$ cat config.mk
export PLATFORM = sky130hd
export DESIGN_NAME = bnd_watch
export DESIGN_NICKNAME = d
export VERILOG_FILES = /design/src/rtl/bnd_pkg.sv /design/src/rtl/bnd_cmp.sv /design/src/rtl/bnd_early_ctl.sv /design/src/rtl/bnd_flag_bank.sv /design/src/rtl/bnd_watch.sv
export SDC_FILE = /design/constraint.sdc
export NUM_CORES = 1
export LEC_CHECK = 0
export ABC_AREA = 0
export BUFFER_PORTS_ARGS = -buffer_cell sky130_fd_sc_hd__buf_2
export CAP_MARGIN = 20
export CORE_MARGIN = 5
export CORE_UTILIZATION = 47
export DETAILED_ROUTE_END_ITERATION = 16
export GPL_ROUTABILITY_DRIVEN = 0
export PLACE_DENSITY = 0.79
export SLEW_MARGIN = 15
export SYNTH_ARGS = -nofsm -noshare
export SYNTH_HDL_FRONTEND = slang
export SYNTH_SLANG_ARGS = --single-unit
$ cat constraint.sdc
create_clock -name clk -period 3.3 [get_ports clk]
set_input_delay 0.33 -clock clk [delete_from_list [all_inputs] [get_ports clk]]
set_output_delay 0.33 -clock clk [all_outputs]
set_load 0.01 [all_outputs]
$ cat src/rtl/bnd_pkg.sv
package bnd_pkg;
  typedef enum logic [1:0] {
    SRC_NONE  = 2'd0,
    SRC_EARLY = 2'd1,
    SRC_FINAL = 2'd2
  } bnd_src_e;
endpackage

$ cat src/rtl/bnd_cmp.sv
module bnd_cmp #(
  parameter int RES_W   = 8,
  parameter int EARLY_W = 4
) (
  input  logic [RES_W-1:0] res,
  input  logic [RES_W-1:0] hi,
  input  logic [RES_W-1:0] lo,
  output logic             full_in,
  output logic             full_out,
  output logic             early_out
);
  localparam int TOP = RES_W - 1;
  localparam int BOT = RES_W - EARLY_W;

  function automatic logic in_window(input logic [RES_W-1:0] v,
                                     input logic [RES_W-1:0] h,
                                     input logic [RES_W-1:0] l);
    return (v >= l) && (v <= h);
  endfunction

  function automatic logic beyond(input logic [RES_W-1:0] v,
                                  input logic [RES_W-1:0] h,
                                  input logic [RES_W-1:0] l);
    return (v > h) || (v < l);
  endfunction

  function automatic logic nib_beyond(input logic [EARLY_W-1:0] v,
                                      input logic [EARLY_W-1:0] h,
                                      input logic [EARLY_W-1:0] l);
    return (v > h) || (v < l);
  endfunction

  always_comb begin
    full_in   = in_window(res, hi, lo);
    full_out  = beyond(res, hi, lo);
    early_out = nib_beyond(res[TOP:BOT], hi[TOP:BOT], lo[TOP:BOT]);
  end
endmodule

$ cat src/rtl/bnd_early_ctl.sv
module bnd_early_ctl #(
  parameter int RES_W   = 8,
  parameter int EARLY_W = 4
) (
  input  logic                       clk,
  input  logic                       rst_n,
  input  logic                       armed,
  input  logic                       bit_vld,
  input  logic [$clog2(RES_W)-1:0]   bit_pos,
  input  logic                       conv_done,
  input  logic                       nib_beyond,
  output logic                       early_ev,
  output logic                       early_hit
);
  localparam int                     EARLY_POS = RES_W - EARLY_W;
  localparam logic [$clog2(RES_W)-1:0] POS_K   = EARLY_POS[$clog2(RES_W)-1:0];

  logic hit_q;

  always_comb begin
    early_ev = armed && bit_vld && (bit_pos == POS_K) && !hit_q && nib_beyond;
  end

  always_ff @(posedge clk or negedge rst_n) begin
    if (!rst_n)        hit_q <= 1'b0;
    else if (conv_done) hit_q <= 1'b0;
    else if (early_ev)  hit_q <= 1'b1;
  end

  assign early_hit = hit_q;
endmodule

$ cat src/rtl/bnd_flag_bank.sv
module bnd_flag_bank #(
  parameter int NCH = 4
) (
  input  logic                     clk,
  input  logic                     rst_n,
  input  logic                     set_vld,
  input  logic [$clog2(NCH)-1:0]   set_idx,
  input  logic [NCH-1:0]           clr_mask,
  output logic [NCH-1:0]           flags
);
  for (genvar k = 0; k < NCH; k++) begin : g_flag
    logic set_k;
    logic q;
    always_comb set_k = set_vld && (set_idx == k[$clog2(NCH)-1:0]);
    always_ff @(posedge clk or negedge rst_n) begin
      if (!rst_n)           q <= 1'b0;
      else if (set_k)       q <= 1'b1;
      else if (clr_mask[k]) q <= 1'b0;
    end
    assign flags[k] = q;
  end
endmodule

$ cat src/rtl/bnd_watch.sv
module bnd_watch #(
  parameter int RES_W   = 8,
  parameter int EARLY_W = 4,
  parameter int NCH     = 4
) (
  input  logic                       clk,
  input  logic                       rst_n,
  input  logic                       bnd_en,
  input  logic                       outside_sel,
  input  logic [RES_W-1:0]           lim_hi,
  input  logic [RES_W-1:0]           lim_lo,
  input  logic                       bit_vld,
  input  logic [$clog2(RES_W)-1:0]   bit_pos,
  input  logic [RES_W-1:0]           part_res,
  input  logic                       conv_done,
  input  logic [$clog2(NCH)-1:0]     chan,
  input  logic [NCH-1:0]             clr_w1c,
  output logic                       bnd_irq,
  output logic [NCH-1:0]             bnd_flags
);
  import bnd_pkg::*;

  logic     full_in_w, full_out_w, nib_beyond_w;
  logic     early_ev_w, early_hit_w, final_ev_w, any_ev_w;
  bnd_src_e src_w;
  logic     irq_q;

  bnd_cmp #(.RES_W(RES_W), .EARLY_W(EARLY_W)) u_cmp (
    .res      (part_res),
    .hi       (lim_hi),
    .lo       (lim_lo),
    .full_in  (full_in_w),
    .full_out (full_out_w),
    .early_out(nib_beyond_w)
  );

  bnd_early_ctl #(.RES_W(RES_W), .EARLY_W(EARLY_W)) u_early (
    .clk       (clk),
    .rst_n     (rst_n),
    .armed     (bnd_en && outside_sel),
    .bit_vld   (bit_vld),
    .bit_pos   (bit_pos),
    .conv_done (conv_done),
    .nib_beyond(nib_beyond_w),
    .early_ev  (early_ev_w),
    .early_hit (early_hit_w)
  );

  always_comb begin
    final_ev_w = bnd_en && conv_done && !early_hit_w &&
                 (outside_sel ? full_out_w : full_in_w);
    if (early_ev_w)      src_w = SRC_EARLY;
    else if (final_ev_w) src_w = SRC_FINAL;
    else                 src_w = SRC_NONE;
    any_ev_w = (src_w != SRC_NONE);
  end

  always_ff @(posedge clk or negedge rst_n) begin
    if (!rst_n) irq_q <= 1'b0;
    else        irq_q <= any_ev_w;
  end

  bnd_flag_bank #(.NCH(NCH)) u_flags (
    .clk     (clk),
    .rst_n   (rst_n),
    .set_vld (any_ev_w),
    .set_idx (chan),
    .clr_mask(clr_w1c),
    .flags   (bnd_flags)
  );

  assign bnd_irq = irq_q;
endmodule

==> reports/metrics.yaml, run 1 <==
status: "complete, no violations"
synth_common_cells: "28 x inv_1, 18 x ha_1, 8 x a21oi_1"
power_mw: 0.249
num_vias: 835
cts_root_buf: "clkbuf_4"
row_count: 15
synth_edf_count: 0
fin_ws_ns: 1.46
dp_hpwl_um: 1680
drv_cap: 0
port_buffers: 43
worst_slew_pin_slew_ns: 0.269
p_sw_mw: 0.0792
grt_start_max_net_pins: 7
cp_slowest_cell: "a41oi_4"
cts_buffers: 3
start_util: 0.484
ys_types: 25
crit_type: "primary input to flip-flop"
first_iter_violations: 16
dr.pass1.iters: 4
pwr-share-clk: 0.264
critical_path_buf_inv_count: 2
seqPwrFrac: 0.316
antenna_found_initial: 0
grt_pass1_vias: 849
ys_warn_count: 0
worstPathArrival_ns: 1.96
yosys.area.top_type: "ha_1"
core_area_um2: 1690
io_pins: 44
track_usage: 0.163
post-route-util: 0.626
internal-power_mw: 0.170
syn_to_final_growth_pct: 29.2
clk_path_buf_depth: 2
synthFlopType: "dfrtp_1"
min_path_type: "primary input to flip-flop"
grt_pass1_wl_um: 3290
place_ws_ns: 1.22
period_minus_slack_ns: 1.84
required_ns: 3.42
viasPerCell: 5.22
seq_area_frac_synth: 0.183
synth.area.top_cells: "ha_1 28%, dfrtp_1 18%, inv_1 13%"
gr-total-overflow: 0
ir_drop_mv: 0.184
wl_per_cell_um: 12.1
drive_gt1_frac: 0.357
cts_resized: 0
dpl.cell_count: 156
fmax_mhz: 544
crit_path_max_incr_delay_ns: 0.28
routed_wl_um: 1930
rrSetupSlack_ns: 1.74
die_h_um: 51.7
dpl_cell_area_um2: 1020
cts_setup_buffers: 0
cp_cell_sequence: "buf_2 -> inv_1 -> ha_1 -> nand2b_1 -> a21oi_1 -> o221ai_1 -> a21o_1 -> a21o_2 -> a41oi_4 -> o32ai_1"
cp_max_fo: 5
synth_nets: 157
startpoint_type: "primary input"
drc_errors: 0
critical-path-top-delay-family: "compound AO/OA/AOI/OAI gates"
layout.cells.non_filler: 160
fin_crit_sh: 0.557
final_max_slew_viol_count: 0
setup_viol: 0
nNetsFinal: 202
fin_setup_tns_ns: 0
timing.hold.ws_ns: 0.263
power-per-cell-area_nw_per_um2: 236
rsz0062_at_grt: "no"
ant_nets: 0
finClkSkew_ns: 0.000566
clk_pin_slew_worst_paths_ns: 0.04
design_area_um2: 1060
synth_async_sr_flop_share: 1.00
hold_buffers: 1
cts_num_sinks: 6
cts_tree: "done"
slew_headroom: 0.819
htree_levels: 1
synth_area_um2: 818
p_leak_nw: 0.650
syn_area_per_cell_um2: 8.18
die_x_um: 51.7
hold_viol_final: 0
clk_latency_ns: 0.24
synth_most_common_cell: "inv_1"
combPwrFrac: 0.420
synthesis.instances: 100
synth_seq_cells: 6
antenna_cells: 0
die_area_um2: 2680
p_sw_frac: 0.318
end_kind: "flip-flop"
synth_top_cell_area_share: 0.275
[power by group through the flow]
stage | Clock (mW) | Combinational [mW] | Sequential, mW
after floorplan | 0 | 0.0650 | 0.0802
after global placement | 0 | 0.101 | 0.0797
after detailed placement | 0 | 0.103 | 0.0799
after CTS | 0.0707 | 0.105 | 0.0789
after global routing | 0.0734 | 0.121 | 0.0795
final | 0.0658 | 0.105 | 0.0789
[layout by cell type, fill, tap and decap left out, drive strengths merged, types with 2 or more instances in the layout]
master / instances
a21o: 6
a21oi: 9
buf: 43
clkbuf: 3
dfrtp: 6
ha: 18
inv: 28
nand2: 2
nand3: 2
nand4: 3
nor2: 5
o211ai: 2
o32ai: 4
[final cells by class]
| cell class | count | area, um^2 |
|---|---|---|
| Clock buffer | 3 | 22.5 |
| Fill cell | 153 | 632 |
| Inverter | 28 | 105 |
| Multi-Input combinational cell | 62 | 533 |
| Sequential cell | 6 | 150 |
| Tap cell | 17 | 21.3 |
| Timing Repair Buffer | 44 | 225 |
[path summary, 6_finish.rpt]
kind                                               start                               to  cells past startpoint
setup / recovery                             part_res[0]  u_flags.g_flag[2].q$_DFFE_PN0P_                     10
hold / removal                                clr_w1c[0]  u_flags.g_flag[0].q$_DFFE_PN0P_                      2
setup reg to reg           u_early.early_hit$_DFFE_PN0P_  u_flags.g_flag[2].q$_DFFE_PN0P_                      7
hold reg to reg            u_early.early_hit$_DFFE_PN0P_    u_early.early_hit$_DFFE_PN0P_                      2
max in group asynchronous                          rst_n  u_flags.g_flag[1].q$_DFFE_PN0P_                      2
min in group asynchronous                          rst_n  u_flags.g_flag[0].q$_DFFE_PN0P_                      2
[state kept, by name, summed over array words and instances (netlist names)]
name	flops
u_flags.g_flag.q	4
bnd_irq	1
u_early.early_hit	1
[layer usage]
layer  wire length (um)  vias to the layer above  global-route usage
li1                   -                      432                   -
met1                801                      372               0.187
met2                972                       29               0.288
met3                149                        2              0.0287
met4                  8                        0              0.0786
met5                  0                        -                   0
[kinds of logic (layout without fill, tap and decap cells)]
kind of cell / after synthesis / count (layout) / share of synthesized area
AO/OA/AOI/OAI: 26 / 26 / 0.254
adder cells (fa/ha/maj): 18 / 18 / 0.275
buffers and inverters: 32 / 75 / 0.165
flip-flops: 6 / 6 / 0.183
AND/OR/NAND/NOR: 18 / 18 / 0.122
No activity file was read; power rests on OpenSTA's default activity.
==> run 2, diff against run 1 <==
Settings changed: CORE_UTILIZATION 47 to 44, PLACE_DENSITY 0.79 to 0.75.
Clock period 3.3 ns to 1.85 ns, I/O delays scaled along.
==> run 2 against run 1 <==
Register-to-register slack got worse by 1.5 ns. Routed wire length shrank 2.1%. Critical path type unchanged. Via count is 1.3% lower. Flip-flop and latch count unchanged. Critical endpoint is now u_flags.g_flag[3].q$_DFFE_PN0P_. Final area up 1.7%. Non-clock buffer count is 1 higher. Largest power group unchanged. Largest cell class unchanged. Core utilization fell by 1.0 points. First-iteration DRC count stayed put. Power up 80%. Combinational power rose by 81%. Worst setup slack worse by 1.3 ns. Clock skew rose by 0.0055 ns.
==> reports/metrics.yaml, run 2 (synthesis gave the netlist of run 1 again) <==
status: "complete, no violations"
place_ws_ns: -0.101
worstPathArrival_ns: 1.82
clk_pin_slew_worst_paths_ns: 0.05
startpoint_type: "primary input"
post-route-util: 0.616
syn_to_final_growth_pct: 31.3
worst_slew_pin_slew_ns: 0.277
top_register: "u_flags.g_flag.q"
wl_per_cell_um: 11.2
cts_num_sinks: 6
crit_type: "primary input to flip-flop"
fin_ws_ns: 0.137
min_path_type: "primary input to flip-flop"
cts_root_buf: "clkbuf_4"
end_kind: "flip-flop"
fmax_mhz: 584
power-per-cell-area_nw_per_um2: 419
p_leak_nw: 0.655
cts_tree: "done"
slew_headroom: 0.814
grt_pass1_vias: 832
finClkSkew_ns: 0.00603
required_ns: 1.96
nNetsFinal: 203
core_area_um2: 1750
viasPerCell: 4.88
grt_pass1_wl_um: 3240
port_buffers: 43
period_minus_slack_ns: 1.71
final_max_slew_viol_count: 0
power_mw: 0.450
layout_common_cells: "43 x buf_2, 28 x inv_1, 18 x ha_1"
drc_errors: 0
ant_nets: 0
largest_reg_flops: 4
io_pins: 44
die_area_um2: 2820
die_h_um: 53.1
clk_path_buf_depth: 2
antenna_found_initial: 0
layout_commonest_cell: "buf_2"
cp_max_fo: 5
dpl.cell_count: 165
drv_cap: 0
layout.cells.non_filler: 169
die_x_um: 53.1
grt_start_max_net_pins: 7
htree_levels: 1
dp_hpwl_um: 1690
num_vias: 824
rsz0062_at_grt: "no"
cts_setup_buffers: 0
setup_viol: 0
whs_path_depth: 2
first_iter_violations: 16
start_util: 0.469
hold_viol_final: 0
routed_wl_um: 1890
reg2reg_depth: 7
row_count: 15
antenna_cells: 0
cts_buffers: 3
ir_drop_mv: 0.339
dr.pass1.iters: 4
clk_latency_ns: 0.24
track_usage: 0.150
gr-total-overflow: 0
drive_gt1_frac: 0.361
fin_crit_sh: 0.926
## run 2: changes by cell type in the layout (fill, tap and decap cells not counted), sizes merged
cell / delta
buf: +1
## run 2: power breakdown
group          total (mW)  switching, mW  internal, mW
clock               0.120         0.0462        0.0733
combinational       0.190         0.0958        0.0942
sequential          0.141        0.00263         0.138
total               0.450          0.145         0.305
## run 2: worst max-delay path, stage by stage
cell and delay (ns):
buf_2 0.09, inv_1 0.08, ha_1 0.22, nand2b_1 0.14
a21oi_1 0.15, o221ai_1 0.14, a21o_1 0.20, a21o_2 0.22
a41oi_4 0.27, o32ai_1 0.12
## run 2: per-layer routing
metal	vias up	routed length [um]	track usage
met1	353	903	0.195
li1	433	-	-
met5	-	0	0
met4	0	8	0.0681
met3	2	139	0.0169
met2	36	841	0.244
## run 2: what timing repair did
item,4_1_cts,5_1_grt
resized for setup,0,0
hold buffers,1,0
endpoints found under the hold margin,6,0
## run 2: worst paths after layout
path                                               start                               to  slack, ns
max                                          part_res[0]  u_flags.g_flag[3].q$_DFFE_PN0P_       0.14
min                                           clr_w1c[2]  u_flags.g_flag[2].q$_DFFE_PN0P_       0.12
max reg2reg                u_early.early_hit$_DFFE_PN0P_  u_flags.g_flag[3].q$_DFFE_PN0P_       0.22
min reg2reg                u_early.early_hit$_DFFE_PN0P_    u_early.early_hit$_DFFE_PN0P_       0.51
max in group asynchronous                          rst_n  u_flags.g_flag[1].q$_DFFE_PN0P_       1.41
min in group asynchronous                          rst_n  u_flags.g_flag[2].q$_DFFE_PN0P_       0.29
## run 2: layout make-up
cell class	instances	area, um^2
well taps	25	31.3
inverters	28	105
repair buffers	45	233
clock buffers	3	22.5
fillers	156	671
flip-flops and latches	6	150
multi-input cells	62	533
## run 2: metrics by stage
step	setup TNS (ns)	hold WS, ns	area, um^2
after floorplan	0	-0.111	818
after global placement	-0.271	0.0108	1040
after detailed placement	-0.425	0.0162	1040
after CTS	0	0.108	1070
after global routing	0	0.115	1070
final	0	0.120	1070
